--- src/rtl/mbox_pkg.sv ---
package mbox_pkg;
  localparam int NBYTES = 16;
  localparam logic [7:0] CMD_RESET    = 8'd1;
  localparam logic [7:0] CMD_INFO     = 8'd2;
  localparam logic [7:0] CMD_FLASH    = 8'd3;
  localparam logic [7:0] CMD_OPEN_RD  = 8'd4;
  localparam logic [7:0] CMD_CLOSE    = 8'd5;
  localparam logic [7:0] CMD_OPEN_WR  = 8'd6;
  localparam logic [7:0] CMD_DIRTY    = 8'd7;
  localparam logic [7:0] CMD_FLUSH    = 8'd8;
  localparam logic [7:0] CMD_ACK      = 8'd9;
  localparam logic [7:0] RSP_OK       = 8'd1;
  localparam logic [7:0] RSP_PARAM    = 8'd2;
  localparam logic [7:0] RSP_WRERR    = 8'd3;
  localparam int BYTE_SEQ  = 1;
  localparam int BYTE_ARG  = 2;
  localparam int BYTE_CODE = 13;
  localparam int BYTE_STAT = 15;

  typedef enum logic [1:0] {WIN_NONE, WIN_RD, WIN_WR} win_t;

  typedef struct packed {
    logic capture;
    logic wrReply;
    logic startStore;
    logic finStore;
  } strobe_t;
endpackage

--- src/rtl/mbox_dp.sv ---
module mbox_dp
  import mbox_pkg::*;
#(
  parameter logic [7:0]  API_VER     = 8'd1,
  parameter logic [15:0] RD_WIN_BLKS = 16'h0100,
  parameter logic [15:0] WR_WIN_BLKS = 16'h0080,
  parameter int          BLK_LOG2    = 12,
  parameter logic [31:0] FLASH_BYTES = 32'h0200_0000,
  parameter logic [31:0] ERASE_BYTES = 32'h0000_1000,
  parameter logic [15:0] WIN_POS     = 16'h0F00
) (
  input  logic        clk,
  input  logic        rst_n,
  input  strobe_t     stb,
  input  logic        hostWrEn,
  input  logic [3:0]  hostAddr,
  input  logic [7:0]  hostWrData,
  output logic [7:0]  hostRdData,
  input  logic [7:0]  evtSet,
  input  logic        storeErr,
  output logic        needStore,
  output logic [31:0] storeAddr,
  output logic [31:0] storeLen,
  output logic [7:0]  statusByte,
  output logic [7:0]  codeByte
);
  localparam logic [31:0] FLASH_BLKS = FLASH_BYTES >> BLK_LOG2;

  logic [7:0]  mboxQ [NBYTES];
  logic [7:0]  cmdQ, seqQ;
  win_t        winKindQ, winKindN;
  logic [15:0] winOffQ, winOffN;
  logic        dirtyVQ;
  logic [31:0] dirtyLoQ, dirtyHiQ;
  logic [31:0] storeAddrQ, storeLenQ;

  logic [15:0] idx;
  logic [31:0] cnt, startB, endB, winBase, stAddrN, stLenN;
  logic [7:0]  rspCode, ackMask, repWe;
  logic [7:0]  rep [8];
  logic        winUpd, dirtyClr, dirtyMerge;
  win_t        otherKind;

  assign idx     = {mboxQ[3], mboxQ[2]};
  assign cnt     = {mboxQ[7], mboxQ[6], mboxQ[5], mboxQ[4]};
  assign startB  = 32'(idx) << BLK_LOG2;
  assign endB    = startB + cnt;
  assign winBase = 32'(winOffQ) << BLK_LOG2;

  always_comb begin
    rspCode    = RSP_PARAM;
    repWe      = '0;
    rep        = '{default: 8'h00};
    winUpd     = 1'b0;
    winKindN   = winKindQ;
    winOffN    = winOffQ;
    dirtyClr   = 1'b0;
    dirtyMerge = 1'b0;
    needStore  = 1'b0;
    ackMask    = '0;
    stAddrN    = winBase + startB;
    stLenN     = cnt;
    otherKind  = (cmdQ == CMD_OPEN_RD) ? WIN_WR : WIN_RD;
    case (cmdQ)
      CMD_RESET, CMD_CLOSE: begin
        rspCode  = RSP_OK;
        winUpd   = 1'b1;
        winKindN = WIN_NONE;
        dirtyClr = 1'b1;
      end
      CMD_INFO: begin
        rspCode = RSP_OK;
        repWe   = 8'h3F;
        rep[0]  = API_VER;
        rep[1]  = RD_WIN_BLKS[7:0];
        rep[2]  = RD_WIN_BLKS[15:8];
        rep[3]  = WR_WIN_BLKS[7:0];
        rep[4]  = WR_WIN_BLKS[15:8];
        rep[5]  = 8'(BLK_LOG2);
      end
      CMD_FLASH: begin
        rspCode = RSP_OK;
        repWe   = 8'hFF;
        for (int i = 0; i < 4; i++) begin
          rep[i]   = FLASH_BYTES[8*i +: 8];
          rep[i+4] = ERASE_BYTES[8*i +: 8];
        end
      end
      CMD_OPEN_RD, CMD_OPEN_WR: begin
        if (winKindQ != otherKind && 32'(idx) < FLASH_BLKS) begin
          rspCode  = RSP_OK;
          winUpd   = 1'b1;
          winKindN = (cmdQ == CMD_OPEN_RD) ? WIN_RD : WIN_WR;
          winOffN  = idx;
          dirtyClr = 1'b1;
          repWe    = 8'h03;
          rep[0]   = WIN_POS[7:0];
          rep[1]   = WIN_POS[15:8];
        end
      end
      CMD_DIRTY: begin
        if (winKindQ == WIN_WR) begin
          rspCode    = RSP_OK;
          dirtyMerge = 1'b1;
        end
      end
      CMD_FLUSH: begin
        if (winKindQ == WIN_WR) begin
          if (cnt != '0) begin
            needStore = 1'b1;
          end else if (dirtyVQ) begin
            needStore = 1'b1;
            stAddrN   = winBase + dirtyLoQ;
            stLenN    = dirtyHiQ - dirtyLoQ;
          end else begin
            rspCode = RSP_OK;
          end
        end
      end
      CMD_ACK: begin
        rspCode = RSP_OK;
        ackMask = mboxQ[BYTE_ARG];
      end
      default: rspCode = RSP_PARAM;
    endcase
  end

  always_ff @(posedge clk or negedge rst_n) begin
    if (!rst_n) begin
      for (int i = 0; i < NBYTES; i++) mboxQ[i] <= 8'h00;
      mboxQ[BYTE_STAT] <= 8'h01;
      cmdQ       <= '0;
      seqQ       <= '0;
      winKindQ   <= WIN_NONE;
      winOffQ    <= '0;
      dirtyVQ    <= 1'b0;
      dirtyLoQ   <= '0;
      dirtyHiQ   <= '0;
      storeAddrQ <= '0;
      storeLenQ  <= '0;
    end else begin
      if (hostWrEn && hostAddr != 4'(BYTE_CODE) && hostAddr != 4'(BYTE_STAT))
        mboxQ[hostAddr] <= hostWrData;
      if (stb.capture) begin
        cmdQ <= mboxQ[0];
        seqQ <= mboxQ[BYTE_SEQ];
      end
      if (stb.wrReply) begin
        mboxQ[BYTE_SEQ]  <= seqQ;
        mboxQ[BYTE_CODE] <= rspCode;
        for (int i = 0; i < 8; i++)
          if (repWe[i]) mboxQ[BYTE_ARG+i] <= rep[i];
        if (winUpd) begin
          winKindQ <= winKindN;
          winOffQ  <= winOffN;
        end
        if (dirtyClr) begin
          dirtyVQ <= 1'b0;
        end else if (dirtyMerge) begin
          dirtyVQ  <= 1'b1;
          dirtyLoQ <= (!dirtyVQ || startB < dirtyLoQ) ? startB : dirtyLoQ;
          dirtyHiQ <= (!dirtyVQ || endB > dirtyHiQ) ? endB : dirtyHiQ;
        end
      end
      if (stb.startStore) begin
        storeAddrQ <= stAddrN;
        storeLenQ  <= stLenN;
      end
      if (stb.finStore) begin
        mboxQ[BYTE_SEQ]  <= seqQ;
        mboxQ[BYTE_CODE] <= storeErr ? RSP_WRERR : RSP_OK;
        if (!storeErr) dirtyVQ <= 1'b0;
      end
      mboxQ[BYTE_STAT] <= (mboxQ[BYTE_STAT] & ~(stb.wrReply ? ackMask : 8'h00)) | evtSet;
    end
  end

  assign hostRdData = mboxQ[hostAddr];
  assign storeAddr  = storeAddrQ;
  assign storeLen   = storeLenQ;
  assign statusByte = mboxQ[BYTE_STAT];
  assign codeByte   = mboxQ[BYTE_CODE];
endmodule

--- src/rtl/mbox_ctrl.sv ---
module mbox_ctrl
  import mbox_pkg::*;
(
  input  logic    clk,
  input  logic    rst_n,
  input  logic    hostDoorbell,
  input  logic    needStore,
  input  logic    storeDone,
  output strobe_t stb,
  output logic    hostIrq,
  output logic    storeReq
);
  typedef enum logic [1:0] {S_IDLE, S_DEC, S_STORE, S_RESP} state_t;
  state_t stateQ, stateN;

  always_comb begin
    stateN = stateQ;
    stb    = '0;
    case (stateQ)
      S_IDLE: if (hostDoorbell) begin
        stb.capture = 1'b1;
        stateN      = S_DEC;
      end
      S_DEC: begin
        if (needStore) begin
          stb.startStore = 1'b1;
          stateN         = S_STORE;
        end else begin
          stb.wrReply = 1'b1;
          stateN      = S_RESP;
        end
      end
      S_STORE: if (storeDone) begin
        stb.finStore = 1'b1;
        stateN       = S_RESP;
      end
      default: stateN = S_IDLE;
    endcase
  end

  always_ff @(posedge clk or negedge rst_n) begin
    if (!rst_n) stateQ <= S_IDLE;
    else        stateQ <= stateN;
  end

  assign hostIrq  = (stateQ == S_RESP);
  assign storeReq = (stateQ == S_STORE);
endmodule

--- src/rtl/mbox_responder.sv ---
module mbox_responder
  import mbox_pkg::*;
#(
  parameter logic [7:0]  API_VER     = 8'd1,
  parameter logic [15:0] RD_WIN_BLKS = 16'h0100,
  parameter logic [15:0] WR_WIN_BLKS = 16'h0080,
  parameter int          BLK_LOG2    = 12,
  parameter logic [31:0] FLASH_BYTES = 32'h0200_0000,
  parameter logic [31:0] ERASE_BYTES = 32'h0000_1000,
  parameter logic [15:0] WIN_POS     = 16'h0F00
) (
  input  logic        clk,
  input  logic        rst_n,
  input  logic        hostWrEn,
  input  logic [3:0]  hostAddr,
  input  logic [7:0]  hostWrData,
  output logic [7:0]  hostRdData,
  input  logic        hostDoorbell,
  output logic        hostIrq,
  input  logic [7:0]  evtSet,
  output logic        storeReq,
  output logic [31:0] storeAddr,
  output logic [31:0] storeLen,
  input  logic        storeDone,
  input  logic        storeErr
);
  strobe_t    stb;
  logic       needStore;
  logic [7:0] statusByte, codeByte;

  mbox_ctrl ctrl_i (
    .clk(clk), .rst_n(rst_n), .hostDoorbell(hostDoorbell),
    .needStore(needStore), .storeDone(storeDone),
    .stb(stb), .hostIrq(hostIrq), .storeReq(storeReq)
  );

  mbox_dp #(
    .API_VER(API_VER), .RD_WIN_BLKS(RD_WIN_BLKS), .WR_WIN_BLKS(WR_WIN_BLKS),
    .BLK_LOG2(BLK_LOG2), .FLASH_BYTES(FLASH_BYTES), .ERASE_BYTES(ERASE_BYTES),
    .WIN_POS(WIN_POS)
  ) dp_i (
    .clk(clk), .rst_n(rst_n), .stb(stb),
    .hostWrEn(hostWrEn), .hostAddr(hostAddr), .hostWrData(hostWrData),
    .hostRdData(hostRdData), .evtSet(evtSet), .storeErr(storeErr),
    .needStore(needStore), .storeAddr(storeAddr), .storeLen(storeLen),
    .statusByte(statusByte), .codeByte(codeByte)
  );
endmodule

--- config.mk ---
export PLATFORM = sky130hd
export DESIGN_NAME = mbox_responder
export DESIGN_NICKNAME = d
export VERILOG_FILES = /design/src/rtl/mbox_pkg.sv /design/src/rtl/mbox_dp.sv /design/src/rtl/mbox_ctrl.sv /design/src/rtl/mbox_responder.sv
export SDC_FILE = /design/constraint.sdc
export NUM_CORES = 1
export LEC_CHECK = 0
export ABC_AREA = 1
export BUFFER_PORTS_ARGS = -buffer_cell sky130_fd_sc_hd__buf_2
export CAP_MARGIN = 10
export CORE_UTILIZATION = 37
export CTS_CLUSTER_DIAMETER = 80
export DETAILED_ROUTE_END_ITERATION = 12
export SETUP_SLACK_MARGIN = 0.15
export SLEW_MARGIN = 20
export SYNTH_ARGS = -nofsm -noshare
export SYNTH_HDL_FRONTEND = slang
export SYNTH_HIERARCHICAL = 1
export SYNTH_SLANG_ARGS = --single-unit
--- constraint.sdc ---
create_clock -name clk -period 4 [get_ports clk]
set_input_delay 0.4 -clock clk [delete_from_list [all_inputs] [get_ports clk]]
set_output_delay 0.4 -clock clk [all_outputs]
set_load 0.01 [all_outputs]
Word level (Yosys, flattened, before mapping)
Index checks and enable logic that the tools add are counted.
- register bits: 277
- input port bits: 26
- output and inout port bits: 74
- equal/unequal tests: 19
- reductions and logical operators: 19
- bitwise logic cells: 5
- order comparisons: 5
- mux-type cells: 69
- add/sub/neg operators: 4
- operators with widths (operator ; number):
    2-to-1 mux 32 bit ; 8
    2-to-1 mux 8 bit ; 18
    bitwise mux 128 bit ; 1
    2-to-1 mux 120 bit ; 1
    2-to-1 mux 72 bit ; 1
    adder 28 x 28 -> 29 bit ; 2
    case mux 25 bit (2 select lines) ; 1
    adder 28 x 32 -> 32 bit ; 1
    binary-select mux 8 bit (select 4 bit) ; 1
    demux 8 bit (select 4 bit) ; 1
    equality test 8 x 3 -> 1 bit, second input constant ; 4
    > comparator 32 bit ; 1
    case mux 8 bit (4 select lines) ; 1
    nonzero test 32 bit ; 1
    subtractor 32 x 28 -> 32 bit ; 1
    < comparator 28 bit ; 1
    case mux 8 bit (3 select lines) ; 1
    2-to-1 mux 2 bit ; 11
    2-to-1 mux 1 bit ; 19
    case mux 9 bit (2 select lines) ; 1
    equality test 8 x 2 -> 1 bit, second input constant ; 2
    equality test 8 x 4 -> 1 bit, second input constant ; 2
    < comparator 16 x 14 -> 1 bit, second input constant ; 1
    AND reduction 4 bit ; 4
    other kinds (27) ; 36

Depth between registers and ports, before layout
- depth in word-level cells: 10
- depth in mapped cells: 26
- gate-level depth less buffers: 25

Cells and area by module
The synthesis kept the hierarchy.
- modules (own cells, without submodules) (module ; times used ; area each (um^2) ; cells an instance):
    mbox_dp ; 1 ; 16528.4 ; 2207
    mbox_ctrl ; 1 ; 211.5 ; 32

Worst setup path after synthesis
OpenSTA, ideal clock, no wires.
- kind: flip-flop to flip-flop
- start: register dp_i.mboxQ, in the netlist dp_i/idx[0]
- end: register dp_i.dirtyHiQ[28]
- arrival: 2.952 ns
- library setup time: 0.117 ns
- stages on the path, launching flop included: 23
- required time: 3.883 ns
- slack: 0.931 ns
- cell sequence: dfrtp_1 > ha_1 > fa_1 > nand2_1 > inv_1 > nand2_1 > nand2_1 > a21o_1 > a21oi_1 > xnor2_1 > ha_1 > nand2_1 > nor2_1 > nand4_1 > nor2_1 > nand2_1 > nand2_1 > nand2_1 > nand2_1 > nand2_1 > buf_2 > nand2_1 > nand2_1
- elaborated cells on any way between the ends: 9
- RTL lines (element ; RTL line ; text):
    start: declaration ; mbox_dp.sv:29 ; logic [7:0] mboxQ [NBYTES];
    start signal: indexed assignment ; mbox_dp.sv:143 ; mboxQ[hostAddr] <= hostWrData;
    start signal: indexed assignment ; mbox_dp.sv:149 ; mboxQ[BYTE_SEQ] <= seqQ;
    start signal: indexed assignment ; mbox_dp.sv:150 ; mboxQ[BYTE_CODE] <= rspCode;
    adder 28 x 32 -> 32 bit ; mbox_dp.sv:47 ; assign endB = startB + cnt;
    via dp_i.endB[22] ; mbox_dp.sv:38 ; logic [31:0] cnt, startB, endB, winBase, stAddrN, stLenN;
    > comparator 32 bit ; mbox_dp.sv:162 ; dirtyHiQ <= (!dirtyVQ || endB > dirtyHiQ) ? endB : dirtyHiQ;
    logical OR 1 bit ; mbox_dp.sv:162 ;
    AND reduction 4 bit (no source line) ; - ;
    end signal: assignment ; mbox_dp.sv:162 ;
    end: declaration ; mbox_dp.sv:34 ; logic [31:0] dirtyLoQ, dirtyHiQ;
The timed path passes the listed nets, and every way through them passes these cells.
A chain may end at the register's enable or synchronous reset.

Worst setup path in the final report
- start: register dp_i.mboxQ, in the netlist dp_i/cnt[12]
- end: register dp_i.dirtyHiQ[14]
The elaborated chain is that of the path after synthesis.

==> flow_summary.yaml <==
status:
  outcome: "complete, no violations"
floorplanning:
  start_util: 0.376
  die_x_um: 214
  ioPinCount: 100
  dieArea_sq_um: 45800
  fp.dieH_um: 214
  coreArea_sq_um: 44200
  rows: 77
placed_design:
  dp.cells: 2864
  gp_congestion: 0.947
  placed_area_sq_um: 17700
  io_buffers: 84
  hpwl_um: 42800
  pre_cts_ws_ns: 0.352
detailed_routing:
  wl_met1_um: 26000
  finalWirelength_um: 57000
  drtIter0Drc: 1318
  top_layer: "met5"
  ant_nets: 0
  drcViolationCount: 0
  dr_wl_met2_um: 25400
  avgViaCountPerCell: 5.33
  drtPass1Iterations: 6
  wl_met3_um: 3920
  wl_per_cell_um: 19.5
  vias: 15600
clock_tree:
  htree_num_levels: 2
  clockBufferDepth: 3
  cts.clk_slew.worst_paths_ns: 0.06
  cts_tree: "built"
  cts.sinks: 262
  cts_made_buffers: 34
  clk_latency_ns: 0.56
  clockRootBuffer: "clkbuf_16"
cells_and_area:
  stdcell_count: 2926
  final_nets: 2455
  final_area_sq_um: 18800
  fill_cells: 4530
  drive_gt1_frac: 0.0964
  syn2layout_area_growth_pct: 13.1
  final_util: 0.425
  antenna_cells: 0
  most-common-layout-cells: "562 x nand2_1, 272 x inv_1, 260 x dfrtp_1"
  final_common_cell: "nand2_1"
worst_setup_path:
  r2r_end: "dp_i/dirtyHiQ[14]$_DFFE_PN0P_"
  worst_path_max_delay_cell: "dfrtp_2"
  cpPeakStageDelay_ns: 0.47
  crit_chain: "ha_2 -> fa_1 -> nand2_1 -> inv_1 -> nand2_1 -> nand2_1 -> a21o_1 -> a21oi_1 -> xnor2_2 -> ha_1 -> nand2_1 -> nor2_1 -> nand4_1 -> nor2_2 -> nand2_1 -> nand2_1 -> nand2_1 -> nand2_1 -> nand2_1 -> buf_6 -> nand2_1 -> nand2_1"
  critPathLaunchType: "flip-flop"
  cp_common_cell: "nand2_1"
  worstRegToRegCells: 22
  worstSetupStartpoint: "dp_i/cnt[12]$_DFF_PN0_"
  crit_path_max_fanout: 20
  cp.required_ns: 4.45
  r2r_slack_ns: 0.41
  arrival_ns: 4.03
  cp-end-kind: "flip-flop"
  reg2reg_from: "dp_i/cnt[12]$_DFF_PN0_"
  critPathKind: "reg -> reg"
worst_hold_path:
  hold_depth: 3
  min_to: "dp_i/statusByte[5]$_DFF_PN0_"
  hold_class: "in -> reg"
  hold_start: "evtSet[5]"
sta:
  setup_viol: 0
  hold_ws_ns: 0.0186
  maxSlewViolCount: 0
  finalHoldViolCount: 0
  setup_tns_ns: 0
  rsz0062_at_grt: "yes"
  fin_skew_ns: 0.0220
  finalCritPeriodShare: 0.897
  period_minus_slack_ns: 3.59
  max-slew-margin-rel: 0.278
  max_freq_mhz: 279
  worstMarginPinSlew_ns: 1.08
  worst_slack_ns: 0.411
yosys:
  syn_inst: 2223
  syn_area_sq_um: 16600
  syn_avg_cell_area_sq_um: 7.48
  ys.warnings.count: 6
power:
  powerDensity_nw_per_um2: 700
  p_leak_nw: 9.70
  total_power_mw: 13.2
  irDropWorstVdd_mv: 0.275
global_routing:
  antenna_found_initial: 1
  track_usage: 0.250
  grt_max_degree: 94
  grt_pass1_vias: 15100
  grt_overflow: 0
  grt_pass1_wl_um: 89000
job:
  drv_cap: 0
==> critical path, delay by kind of cell, from the launching register on <==
family / cells / cell delay, ns
AND/OR/NAND/NOR: 14 / 1.22
flip-flops: 1 / 0.47
AO/OA/AOI/OAI: 2 / 0.43
adder cells (fa/ha/maj): 3 / 0.94
buffers and inverters: 2 / 0.27
XOR/XNOR: 1 / 0.15
==> report_power, final <==
| part | switching [mW] | internal [mW] | total [mW] |
|---|---|---|---|
| registers | 0.636 | 3.25 | 3.89 |
| logic | 4.17 | 2.16 | 6.33 |
| clock network | 1.26 | 1.68 | 2.94 |
==> layer usage <==
layer  vias to the layer above  global-route usage
met5                         -                   0
met4                         2              0.0930
met3                       106              0.0350
met2                       560               0.394
met1                      7417               0.347
li1                       7500                   -
==> registers in the layout (all words and copies together), names as in the netlist <==
name and count:
dp_i/idx 16, dp_i/statusByte 8, dp_i/cmdQ 8, dp_i/storeLen 32, dp_i/cnt 32, dp_i/dirtyVQ 1, dp_i/storeAddr 17, dp_i/codeByte 8
dp_i/mboxQ 64, dp_i/dirtyLoQ 16, dp_i/dirtyHiQ 32, dp_i/winKindQ 2, dp_i/winOffQ 16, dp_i/seqQ 8, ctrl_i/stateQ 2
==> layout make-up <==
type	count	area, sq um	area share
Clock buffer	43	905	0.0481
Clock inverter	17	145	0.00772
Inverter	282	1060	0.0563
Multi-Input combinational cell	1607	8640	0.459
Sequential cell	262	6560	0.349
Tap cell	592	741	0.0394
Timing Repair Buffer	123	757	0.0403
==> worst max-delay path by stage <==
stage	endpoint	slack, ns	cells after the start
5_1_grt	dp_i/dirtyHiQ[1]$_DFFE_PN0P_	0.1	22
3_5_place_dp	dp_i/dirtyHiQ[14]$_DFFE_PN0P_	0.35	22
6_report	dp_i/dirtyHiQ[14]$_DFFE_PN0P_	0.41	22
2_1_floorplan	dp_i/dirtyHiQ[28]$_DFFE_PN0P_	0.93	22
4_1_cts	dp_i/dirtyHiQ[14]$_DFFE_PN0P_	0.33	22
3_3_place_gp	dp_i/dirtyHiQ[15]$_DFFE_PN0P_	0.28	21
==> repair_timing <==
| item | CTS | global route |
|---|---|---|
| setup endpoints to repair | 0 | 32 |
| hold endpoints to repair | 89 | 0 |
| hold buffers | 2 | 0 |
| resized for setup | 0 | 8 |
| buffers inserted | 0 | 0 |
(Power assumes the default switching activity.)
